$ cat src/rtl/lattice_pkg.sv
package lattice_pkg;

  typedef enum logic [1:0] {
    AX_EW    = 2'd0,
    AX_NS    = 2'd1,
    AX_LAYER = 2'd2,
    AX_HOLD  = 2'd3
  } axis_e;

  // predecessor on a ring of n positions
  function automatic int ring_prev(input int p, input int n);
    return (p == 0) ? n - 1 : p - 1;
  endfunction

  // boundary lane number of a row/layer pair
  function automatic int lane_of(input int r, input int l, input int rows);
    return l * rows + r;
  endfunction

  // flat position of an element
  function automatic int cell_of(input int c, input int r, input int l,
                                 input int cols, input int rows);
    return (l * rows + r) * cols + c;
  endfunction

endpackage

$ cat src/rtl/lattice_cell.sv
module lattice_cell #(
  parameter int W = 18
) (
  input  logic                clk,
  input  logic                rst_n,
  input  lattice_pkg::axis_e  sel,
  input  logic [W-1:0]        from_west,
  input  logic [W-1:0]        from_south,
  input  logic [W-1:0]        from_below,
  output logic [W-1:0]        q
);
  import lattice_pkg::*;

  logic [W-1:0] nxt;

  always_comb begin
    unique case (sel)
      AX_EW:    nxt = from_west;
      AX_NS:    nxt = from_south;
      AX_LAYER: nxt = from_below;
      default:  nxt = q;
    endcase
  end

  always_ff @(posedge clk or negedge rst_n) begin
    if (!rst_n) q <= '0;
    else        q <= nxt;
  end

endmodule

$ cat src/rtl/lattice_edge_port.sv
module lattice_edge_port #(
  parameter int W = 18
) (
  input  logic         refresh,
  input  logic [W-1:0] lane_in,
  input  logic [W-1:0] east_q,
  output logic [W-1:0] west_feed,
  output logic [W-1:0] lane_out
);
  // the west face takes outside data only while refresh is open
  assign west_feed = refresh ? lane_in : east_q;
  // the east face is closed (zero) outside refresh
  assign lane_out  = refresh ? east_q : '0;
endmodule

$ cat src/rtl/lattice_mesh3d.sv
module lattice_mesh3d #(
  parameter int COLS   = 4,
  parameter int ROWS   = 3,
  parameter int LAYERS = 2,
  parameter int W      = 18
) (
  input  logic                         clk,
  input  logic                         rst_n,
  input  logic [1:0]                   axis_sel,
  input  logic                         refresh,
  input  logic [ROWS*LAYERS*W-1:0]     ext_in,
  output logic [ROWS*LAYERS*W-1:0]     ext_out
);
  import lattice_pkg::*;

  localparam int LANES = ROWS * LAYERS;
  localparam int CELLS = COLS * LANES;

  logic [W-1:0]         cell_q    [CELLS];
  logic [W-1:0]         col0_feed [LANES];
  logic [CELLS*W-1:0]   state_flat;   // observation point for the checker
  axis_e                eff_axis;     // refresh overrides the shared code

  always_comb eff_axis = refresh ? AX_EW : axis_e'(axis_sel);

  // boundary lanes
  for (genvar k = 0; k < LANES; k++) begin : g_lane
    localparam int LR   = k % ROWS;
    localparam int LL   = k / ROWS;
    localparam int EAST = cell_of(COLS - 1, LR, LL, COLS, ROWS);
    lattice_edge_port #(.W(W)) u_edge (
      .refresh   (refresh),
      .lane_in   (ext_in[k*W +: W]),
      .east_q    (cell_q[EAST]),
      .west_feed (col0_feed[k]),
      .lane_out  (ext_out[k*W +: W])
    );
  end

  // element array with toroidal links
  for (genvar l = 0; l < LAYERS; l++) begin : g_layer
    for (genvar r = 0; r < ROWS; r++) begin : g_row
      for (genvar c = 0; c < COLS; c++) begin : g_col
        localparam int ME  = cell_of(c, r, l, COLS, ROWS);
        localparam int WN  = cell_of(ring_prev(c, COLS), r, l, COLS, ROWS);
        localparam int SN  = cell_of(c, ring_prev(r, ROWS), l, COLS, ROWS);
        localparam int BN  = cell_of(c, r, ring_prev(l, LAYERS), COLS, ROWS);
        localparam int LN  = lane_of(r, l, ROWS);
        logic [W-1:0] west_src;
        if (c == 0) begin : g_edge
          assign west_src = col0_feed[LN];
        end else begin : g_inner
          assign west_src = cell_q[WN];
        end
        lattice_cell #(.W(W)) u_cell (
          .clk        (clk),
          .rst_n      (rst_n),
          .sel        (eff_axis),
          .from_west  (west_src),
          .from_south (cell_q[SN]),
          .from_below (cell_q[BN]),
          .q          (cell_q[ME])
        );
        assign state_flat[ME*W +: W] = cell_q[ME];
      end
    end
  end

endmodule

$ cat config.mk
export PLATFORM = sky130hd
export DESIGN_NAME = lattice_mesh3d
export DESIGN_NICKNAME = d
export VERILOG_FILES = /design/src/rtl/lattice_pkg.sv /design/src/rtl/lattice_cell.sv /design/src/rtl/lattice_edge_port.sv /design/src/rtl/lattice_mesh3d.sv
export SDC_FILE = /design/constraint.sdc
export NUM_CORES = 1
export LEC_CHECK = 0
export ABC_AREA = 1
export CAP_MARGIN = 20
export CORE_MARGIN = 2
export CORE_UTILIZATION = 45
export DETAILED_ROUTE_END_ITERATION = 10
export GPL_TIMING_DRIVEN = 0
export HOLD_SLACK_MARGIN = 0.1
export PLACE_DENSITY_LB_ADDON = 0.12
export SKIP_LAST_GASP = 1
export SLEW_MARGIN = 20
export SYNTH_ARGS = -nofsm -noshare
export SYNTH_HDL_FRONTEND = slang
export SYNTH_HIERARCHICAL = 1
export SYNTH_SLANG_ARGS = --single-unit
$ cat constraint.sdc
create_clock -name clk -period 0.8 [get_ports clk]
set_input_delay 0.12 -clock clk [delete_from_list [all_inputs] [get_ports clk]]
set_output_delay 0.12 -clock clk [all_outputs]
set_load 0.03 [all_outputs]
==> insert_results.sql, run 1 <==
INSERT INTO impl_metrics (metric_group, metric, value, unit) VALUES
('run_status', 'run_status', 'finished, violations left', ''),
('run_status', 'failed_checks', 'negative hold slack, negative setup slack', ''),
('setup_path', 'data_required_critical_path', '0.68', 'ns'),
('cells_and_area', 'max_flop_register', 'g_layer.g_row.g_col.u_cell/q', ''),
('setup_path', 'timing_worst_setup_path_type', 'flip-flop to output pin', ''),
('route', 'drt-total-wl', '175', 'mm'),
('setup_path', 'worst-path-stages', '3', ''),
('cells_and_area', 'mostFrequentLayoutCell', 'sky130_fd_sc_hd__nand2_1', ''),
('placement', 'detailed_place_hpwl', '119', 'mm'),
('timing', 'hold_slack', '-0.580', 'ns'),
('setup_path', 'critical_path.max_fanout', '2', ''),
('global_routing', 'grt_max_degree', '88', ''),
('cells_and_area', 'register_area', '0.0109', 'mm2'),
('setup_path', 'crit_path_max_incr_delay', '0.42', 'ns'),
('clocking', 'tritoncts.num_buffers', '55', ''),
('placement', 'postPlaceCellArea', '0.0364', 'mm2'),
('timing', 'worst_rel_slew_slack', '0.635', ''),
('setup_path', 'path_buf_inv', '2', ''),
('floorplan', 'row_count', '98', ''),
('cells_and_area', 'nNetsFinal', '5726', ''),
('route', 'post_drt_wl_per_cell', '26.9', 'um'),
('setup_path', 'worst-r2r-cell-count', '7', ''),
('global_routing', 'grt_pass1_vias', '33863', ''),
('global_routing', 'grt_antenna_before_repair', '0', ''),
('global_routing', 'gr-total-overflow', '0', ''),
('cells_and_area', 'multi_input_comb_area', '0.0202', 'mm2'),
('route', 'drt_drc_violations_left', '0', ''),
('timing', 'fmax', '682', 'MHz'),
('clocking', 'tritoncts_num_sinks', '432', ''),
('route', 'via_cell_ratio', '5.82', ''),
('setup_path', 'worstSetupEndpointType', 'output pin', ''),
('power', 'seqPwrFrac', '0.336', ''),
('timing', 'timing.final.crit_share', '1.83', ''),
('floorplan', 'ioPinCount', '221', ''),
('timing', 'final.min_clock_period', '1.47', 'ns'),
('floorplan', 'die_area', '0.0746', 'mm2'),
('placement', 'placed_cells_incl_taps', '6057', ''),
('setup_path', 'crit_arrival', '1.35', 'ns'),
('timing', 'finalHoldViolCount', '371', ''),
('timing', 'timing_max_transition_violations_final', '0', ''),
('timing', 'layout_skew', '0.0293', 'ns'),
('synth', 'synthesis.yosys.warnings', '6', ''),
('synth', 'synth_seq_area_share', '0.331', ''),
('clocking', 'ctsHtreeMaxLevel', '2', ''),
('power', 'power_switching_share', '0.424', ''),
('cells_and_area', 'antenna_cells', '0', ''),
('synth', 'ys_types', '14', ''),
('floorplan', 'die_h', '273', 'um'),
('cells_and_area', 'instances_no_fill', '6530', ''),
('clocking', 'ctsLongestPathBuffers', '3', ''),
('timing', 'postLayoutSetupSlackWorst', '-0.665', 'ns'),
('power', 'power.share.clock', '0.252', ''),
('synth', 'syn_nets', '5061', ''),
('cells_and_area', 'filler_cell_count', '6020', ''),
('route', 'drt-pass1-iter-count', '6', ''),
('global_routing', 'global_route_total_usage_across_every_layer', '0.426', ''),
('setup_path', 'cp_slowest_cell', 'sky130_fd_sc_hd__dfrtp_1', ''),
('clocking', 'path_clk_slew', '0.06', 'ns'),
('setup_path', 'worst_path_dominant_cell_family', 'flip-flops', ''),
('synth', 'synth_seq_cells', '432', ''),
('power', 'power.ir.vdd_worst', '0.00207', 'V'),
('setup_path', 'crit_path_start_kind', 'flip-flop', ''),
('route', 'final_antenna_net_count', '0', ''),
('route', 'detailedRoute.firstIterationViolations', '5547', ''),
('floorplan', 'floorplan.initialDensity', '0.455', ''),
('clocking', 'clkLatencyLatePin', '0.65', 'ns'),
('hold_path', 'timing.hold.worst.class', 'input pin to asynchronous set/reset pin', ''),
('power', 'p_int', '58.0', 'mW'),
('timing', 'timing.final.setup_violations', '540', ''),
('cells_and_area', 'mostFrequentLayoutCells', 'sky130_fd_sc_hd__nand2_1 (2328), sky130_fd_sc_hd__inv_1 (472), sky130_fd_sc_hd__nand3_2 (367)', ''),
('run', 'maxCapViolCount', '0', '');
synth_stat cells, drive strengths merged:
cell,n,area share
nand2,2592,0.30
inv,620,0.078
a21oi,432,0.066
dfrtp,432,0.33
nand3,432,0.10
buf,294,0.095
ha,72,0.028
nor2,2,0.00023
repair_timing:
item	4_1_cts	5_1_grt
pin swaps	95	576
setup buffers	196	136
hold endpoints to repair	371	371
setup endpoints to repair	540	540
resized for setup	1209	1254
gates cloned	39	49
power by group through the flow:
stage / registers (mW) / clock network [mW] / logic [mW]
after global routing: 34.1 / 26.3 / 43.1
after detailed placement: 34.4 / 0 / 26.1
after CTS: 33.3 / 25.3 / 33.1
after global placement: 34.7 / 0 / 25.4
final: 33.8 / 25.4 / 41.6
after floorplan: 30.5 / 0 / 16.7
path summary, 6_finish.rpt:
path,startpoint,slack [ns],to
max,g_layer[0].g_row[1].g_col[3].u_cell/q[2]$_DFFE_PN0P_,-0.67,ext_out[20]
min,rst_n,-0.58,g_layer[1].g_row[2].g_col[3].u_cell/q[5]$_DFFE_PN0P_
max reg2reg,g_layer[1].g_row[0].g_col[3].u_cell/q[13]$_DFFE_PN0P_,-0.48,g_layer[1].g_row[0].g_col[0].u_cell/q[13]$_DFFE_PN0P_
min reg2reg,g_layer[1].g_row[0].g_col[1].u_cell/q[17]$_DFFE_PN0P_,0.54,g_layer[1].g_row[0].g_col[1].u_cell/q[17]$_DFFE_PN0P_
max in group asynchronous,rst_n,0.23,g_layer[0].g_row[1].g_col[1].u_cell/q[0]$_DFFE_PN0P_
min in group clk,refresh,0.15,g_layer[0].g_row[2].g_col[0].u_cell/q[15]$_DFFE_PN0P_
metal layers:
metal | vias up | GRT usage | share of wire
met5 | - | 0 | 0
met4 | 0 | 0.325 | 0.094
met3 | 643 | 0.0553 | 0.12
met2 | 2880 | 0.632 | 0.42
met1 | 18305 | 0.565 | 0.38
li1 | 16196 | - | -
final cells by class:
class / count / area share
Inverter: 620 / 0.0565
Clock buffer: 80 / 0.0329
Multi-Input combinational cell: 3530 / 0.415
Clock inverter: 16 / 0.00308
Timing Repair Buffer: 617 / 0.163
Buffer: 278 / 0.0785
Tap cell: 950 / 0.0244
Sequential cell: 432 / 0.224
Timing Repair inverter: 7 / 0.00234
cell families (layout without fill, tap and decap cells):
logic type / after synthesis / after routing / share of synthesized area
and+or+nand+nor: 3026 / 3026 / 0.402
buffers and inverters: 914 / 1618 / 0.173
DFF: 432 / 432 / 0.331
adders and majority gates: 72 / 72 / 0.0276
AOI/OAI and AO/OA: 432 / 432 / 0.0663
stage by stage:
stage / hold WS, ns / TNS, ns / total power [mW]
3_3_place_gp: 0.516 / - / 60.1
5_1_grt: -0.551 / -230.16 / 104
4_1_cts: -0.574 / -187.90 / 91.7
3_5_place_dp: 0.0800 / -1095.52 / 60.6
6_report: -0.580 / -215.92 / 101
2_1_floorplan: -0.176 / -527.28 / 47.2
Power figures use the tool's default switching activity.
==> run 2: changes to the inputs <==
--- a/config.mk
+++ b/config.mk
@@ -7,7 +7,8 @@
 export LEC_CHECK = 0
 export ABC_AREA = 1
+export ABC_CLOCK_PERIOD_IN_PS = 800
 export CAP_MARGIN = 20
 export CORE_MARGIN = 2
-export CORE_UTILIZATION = 45
+export CORE_UTILIZATION = 50
 export DETAILED_ROUTE_END_ITERATION = 10
 export GPL_TIMING_DRIVEN = 0
==> constraint.sdc (replaced) <==
create_clock -name clk -period 0.8 [get_ports clk]
set_input_delay 0.16 -clock clk [delete_from_list [all_inputs] [get_ports clk]]
set_output_delay 0.16 -clock clk [all_outputs]
set_load 0.03 [all_outputs]
==> run 2 against run 1 <==
  * The flow still finishes with violations (negative hold slack, negative setup slack)
  * Clock skew shrank 0.014 ns
  * Sequential power fell by 1%
  * Worst setup slack got worse by 0.071 ns
  * Critical path depth stayed put
  * Combinational power shrank 6.2%
  * Critical endpoint is now ext_out[15]
  * Clock power up 2%
  * Die area fell by 9.9%
==> insert_results.sql, run 2 (synthesis gave the netlist of run 1 again) <==
INSERT INTO impl_metrics (metric_group, metric, value, unit) VALUES
('run_status', 'run_status', 'finished, violations left', ''),
('run_status', 'failed_checks', 'negative hold slack, negative setup slack', ''),
('route', 'met3WireLength', '22.1', 'mm'),
('cells_and_area', 'largest_register_ffs', '432', ''),
('cells_and_area', 'multi_input_comb_area', '0.0186', 'mm2'),
('route', 'drt-total-wl', '168', 'mm'),
('clocking', 'clkLatencyLatePin', '0.64', 'ns'),
('clocking', 'tritoncts.num_buffers', '52', ''),
('route', 'drt_drc_violations_left', '0', ''),
('timing', 'worst_rel_slew_slack', '0.619', ''),
('timing', 'tightest_slew', '0.571', 'ns'),
('power', 'total_power', '98.3', 'mW'),
('route', 'dr_wl_met2', '66.7', 'mm'),
('floorplan', 'core', '0.0645', 'mm2'),
('cells_and_area', 'mostFrequentLayoutCell', 'sky130_fd_sc_hd__nand2_1', ''),
('cells_and_area', 'share_of_layout_cells_above_drive_strength_1', '0.314', ''),
('clocking', 'cts_root_buffer', 'sky130_fd_sc_hd__clkbuf_16', ''),
('global_routing', 'gr-total-overflow', '0', ''),
('route', 'detailedRoute.firstIterationViolations', '6159', ''),
('setup_path', 'worst_path_dominant_cell_family', 'flip-flops', ''),
('setup_path', 'cp_slowest_cell', 'sky130_fd_sc_hd__dfrtp_2', ''),
('global_routing', 'grt_antenna_before_repair', '0', ''),
('timing', 'finalHoldViolCount', '178', ''),
('clocking', 'ctsHtreeMaxLevel', '2', ''),
('placement', 'place.port_buffers', '220', ''),
('cells_and_area', 'mostFrequentLayoutCells', 'sky130_fd_sc_hd__nand2_1 (2436), sky130_fd_sc_hd__inv_1 (502), sky130_fd_sc_hd__dfrtp_1 (350)', ''),
('power', 'pwr_density_cell', '2120', 'mW/mm2'),
('clocking', 'ctsLongestPathBuffers', '3', ''),
('power', 'power.ir.vdd_worst', '0.00203', 'V'),
('timing', 'timing.final.setup_violations', '628', ''),
('timing', 'fin_tns_setup', '-261.81', 'ns'),
('setup_path', 'critical_path.max_fanout', '2', ''),
('placement', 'detailed_place_hpwl', '115', 'mm'),
('floorplan', 'ioPinCount', '221', ''),
('setup_path', 'worstReg2RegStart', 'g_layer[1].g_row[0].g_col[3].u_cell/q[11]$_DFFE_PN0P_', ''),
('cells_and_area', 'max_flop_register', 'g_layer.g_row.g_col.u_cell/q', ''),
('cells_and_area', 'flow.area_growth_from_synthesis', '42.0', '%'),
('setup_path', 'regToRegEndpoint', 'g_layer[1].g_row[0].g_col[0].u_cell/q[11]$_DFFE_PN0P_', ''),
('setup_path', 'path_buf_inv', '2', ''),
('timing', 'layout_skew', '0.0155', 'ns'),
('setup_path', 'crit_arrival', '1.38', 'ns'),
('timing', 'final.min_clock_period', '1.54', 'ns'),
('global_routing', 'grt_pass1_vias', '33662', ''),
('timing', 'postLayoutSetupSlackWorst', '-0.736', 'ns'),
('clocking', 'cts_tree', 'yes', ''),
('setup_path', 'data_required_critical_path', '0.64', 'ns'),
('setup_path', 'timing_worst_setup_path_type', 'flip-flop to output pin', ''),
('clocking', 'tritoncts_num_sinks', '432', ''),
('cells_and_area', 'register_area', '0.0109', 'mm2'),
('cells_and_area', 'nNetsFinal', '5701', ''),
('setup_path', 'crit_path_start_kind', 'flip-flop', ''),
('run', 'maxCapViolCount', '0', ''),
('floorplan', 'die_area', '0.0673', 'mm2'),
('cells_and_area', 'reg.largest.list', 'g_layer.g_row.g_col.u_cell/q x432', ''),
('setup_path', 'r2r_slack', '-0.56', 'ns'),
('route', 'final_antenna_net_count', '0', ''),
('timing', 'grt_setup_unrepaired', 'true', ''),
('floorplan', 'die_x', '259', 'um'),
('global_routing', 'grt_max_degree', '94', ''),
('cells_and_area', 'antenna_cells', '0', ''),
('setup_path', 'worst-r2r-cell-count', '7', ''),
('route', 'post_drt_wl_per_cell', '26.2', 'um'),
('route', 'top_layer', 'met4', ''),
('power', 'p_leak', '23.9', 'nW'),
('route', 'length_of_routed_wiring_on_met1', '61.4', 'mm'),
('route', 'vias', '37740', ''),
('timing', 'timing_max_transition_violations_final', '0', ''),
('global_routing', 'grt_pass1_wl', '222', 'mm'),
('placement', 'globalplace.congestion', '1.02', ''),
('hold_path', 'timing.hold.worst.class', 'input pin to asynchronous set/reset pin', ''),
('floorplan', 'floorplan.initialDensity', '0.506', ''),
('timing', 'timing.final.crit_share', '1.92', ''),
('setup_path', 'worstSetupEndpointType', 'output pin', ''),
('floorplan', 'die_h', '259', 'um'),
('global_routing', 'global_route_total_usage_across_every_layer', '0.454', ''),
('timing', 'hold_slack', '-0.635', 'ns'),
('setup_path', 'crit_path_max_incr_delay', '0.47', 'ns'),
('floorplan', 'row_count', '93', ''),
('timing', 'fmax', '651', 'MHz'),
('cells_and_area', 'filler_cell_count', '5244', ''),
('setup_path', 'path_cells', 'nand2_2, inv_2, buf_6', ''),
('clocking', 'path_clk_slew', '0.08', 'ns'),
('route', 'via_cell_ratio', '5.88', ''),
('route', 'drt-pass1-iter-count', '7', '');
[run 2: changes by cell type in the layout (fill, tap and decap cells not counted), sizes merged]
| cell | change |
|---|---|
| buf | -39 |
| clkbuf | +7 |
| inv | +5 |
| bufbuf | +2 |
| bufinv | +2 |
| clkinv | +1 |
| clkinvlp | +1 |
[run 2: worst max-delay path by stage]
stage | startpoint | to | cells after the start
CTS | g_layer[0].g_row[0].g_col[3].u_cell/q[0]$_DFFE_PN0P_ | ext_out[0] | 3
floorplan | refresh | g_layer[0].g_row[2].g_col[3].u_cell/q[10]$_DFFE_PN0P_ | 9
global route | g_layer[0].g_row[0].g_col[3].u_cell/q[15]$_DFFE_PN0P_ | ext_out[15] | 3
finish | g_layer[0].g_row[0].g_col[3].u_cell/q[15]$_DFFE_PN0P_ | ext_out[15] | 3
detailed placement | refresh | g_layer[0].g_row[2].g_col[2].u_cell/q[2]$_DFFE_PN0P_ | 11
global placement | rst_n | g_layer[1].g_row[0].g_col[1].u_cell/q[14]$_DFFE_PN0P_ | 1
[run 2: layer usage]
metal,GRT usage,up-vias
met3,0.0556,700
met5,0,-
met1,0.600,17866
met4,0.410,0
met2,0.651,3064
li1,-,16110
[run 2: power by group]
part	leakage [nW]	switching, mW	internal, mW	total [mW]
clock network	0.906	10.8	15.1	25.9
registers	5.11	6.84	26.6	33.4
logic	17.9	23.5	15.5	39.0
[run 2: stage by stage]
step	instance area, um2	hold WS (ns)	std cells	util	setup WS, ns
2_1_floorplan	32800	-0.136	4876	-	-1.32
3_3_place_gp	36000	0.516	5951	0.559	-21.17
3_5_place_dp	36300	0.0190	5962	0.564	-2.24
4_1_cts	42500	-0.632	6274	0.660	-0.712
5_1_grt	46300	-0.617	6414	0.719	-0.730
6_report	46300	-0.635	6414	0.719	-0.736
[run 2: cell type report]
| class | instances | area share |
|---|---|---|
| Clock inverter | 22 | 0.00511 |
| Multi-Input combinational cell | 3530 | 0.402 |
| Sequential cell | 432 | 0.236 |
| Timing Repair Buffer | 590 | 0.159 |
| Clock buffer | 75 | 0.0343 |
| Inverter | 620 | 0.0593 |
| Buffer | 280 | 0.0791 |
| Tap cell | 855 | 0.0231 |
| Timing Repair inverter | 10 | 0.00189 |
[run 2: what timing repair did]
action                     4_1_cts  5_1_grt
pin swaps                      197      163
resized for setup             1291      563
setup buffers                  180      100
setup endpoints to repair      628      628
cloned                          35       59
hold endpoints to repair       178      178
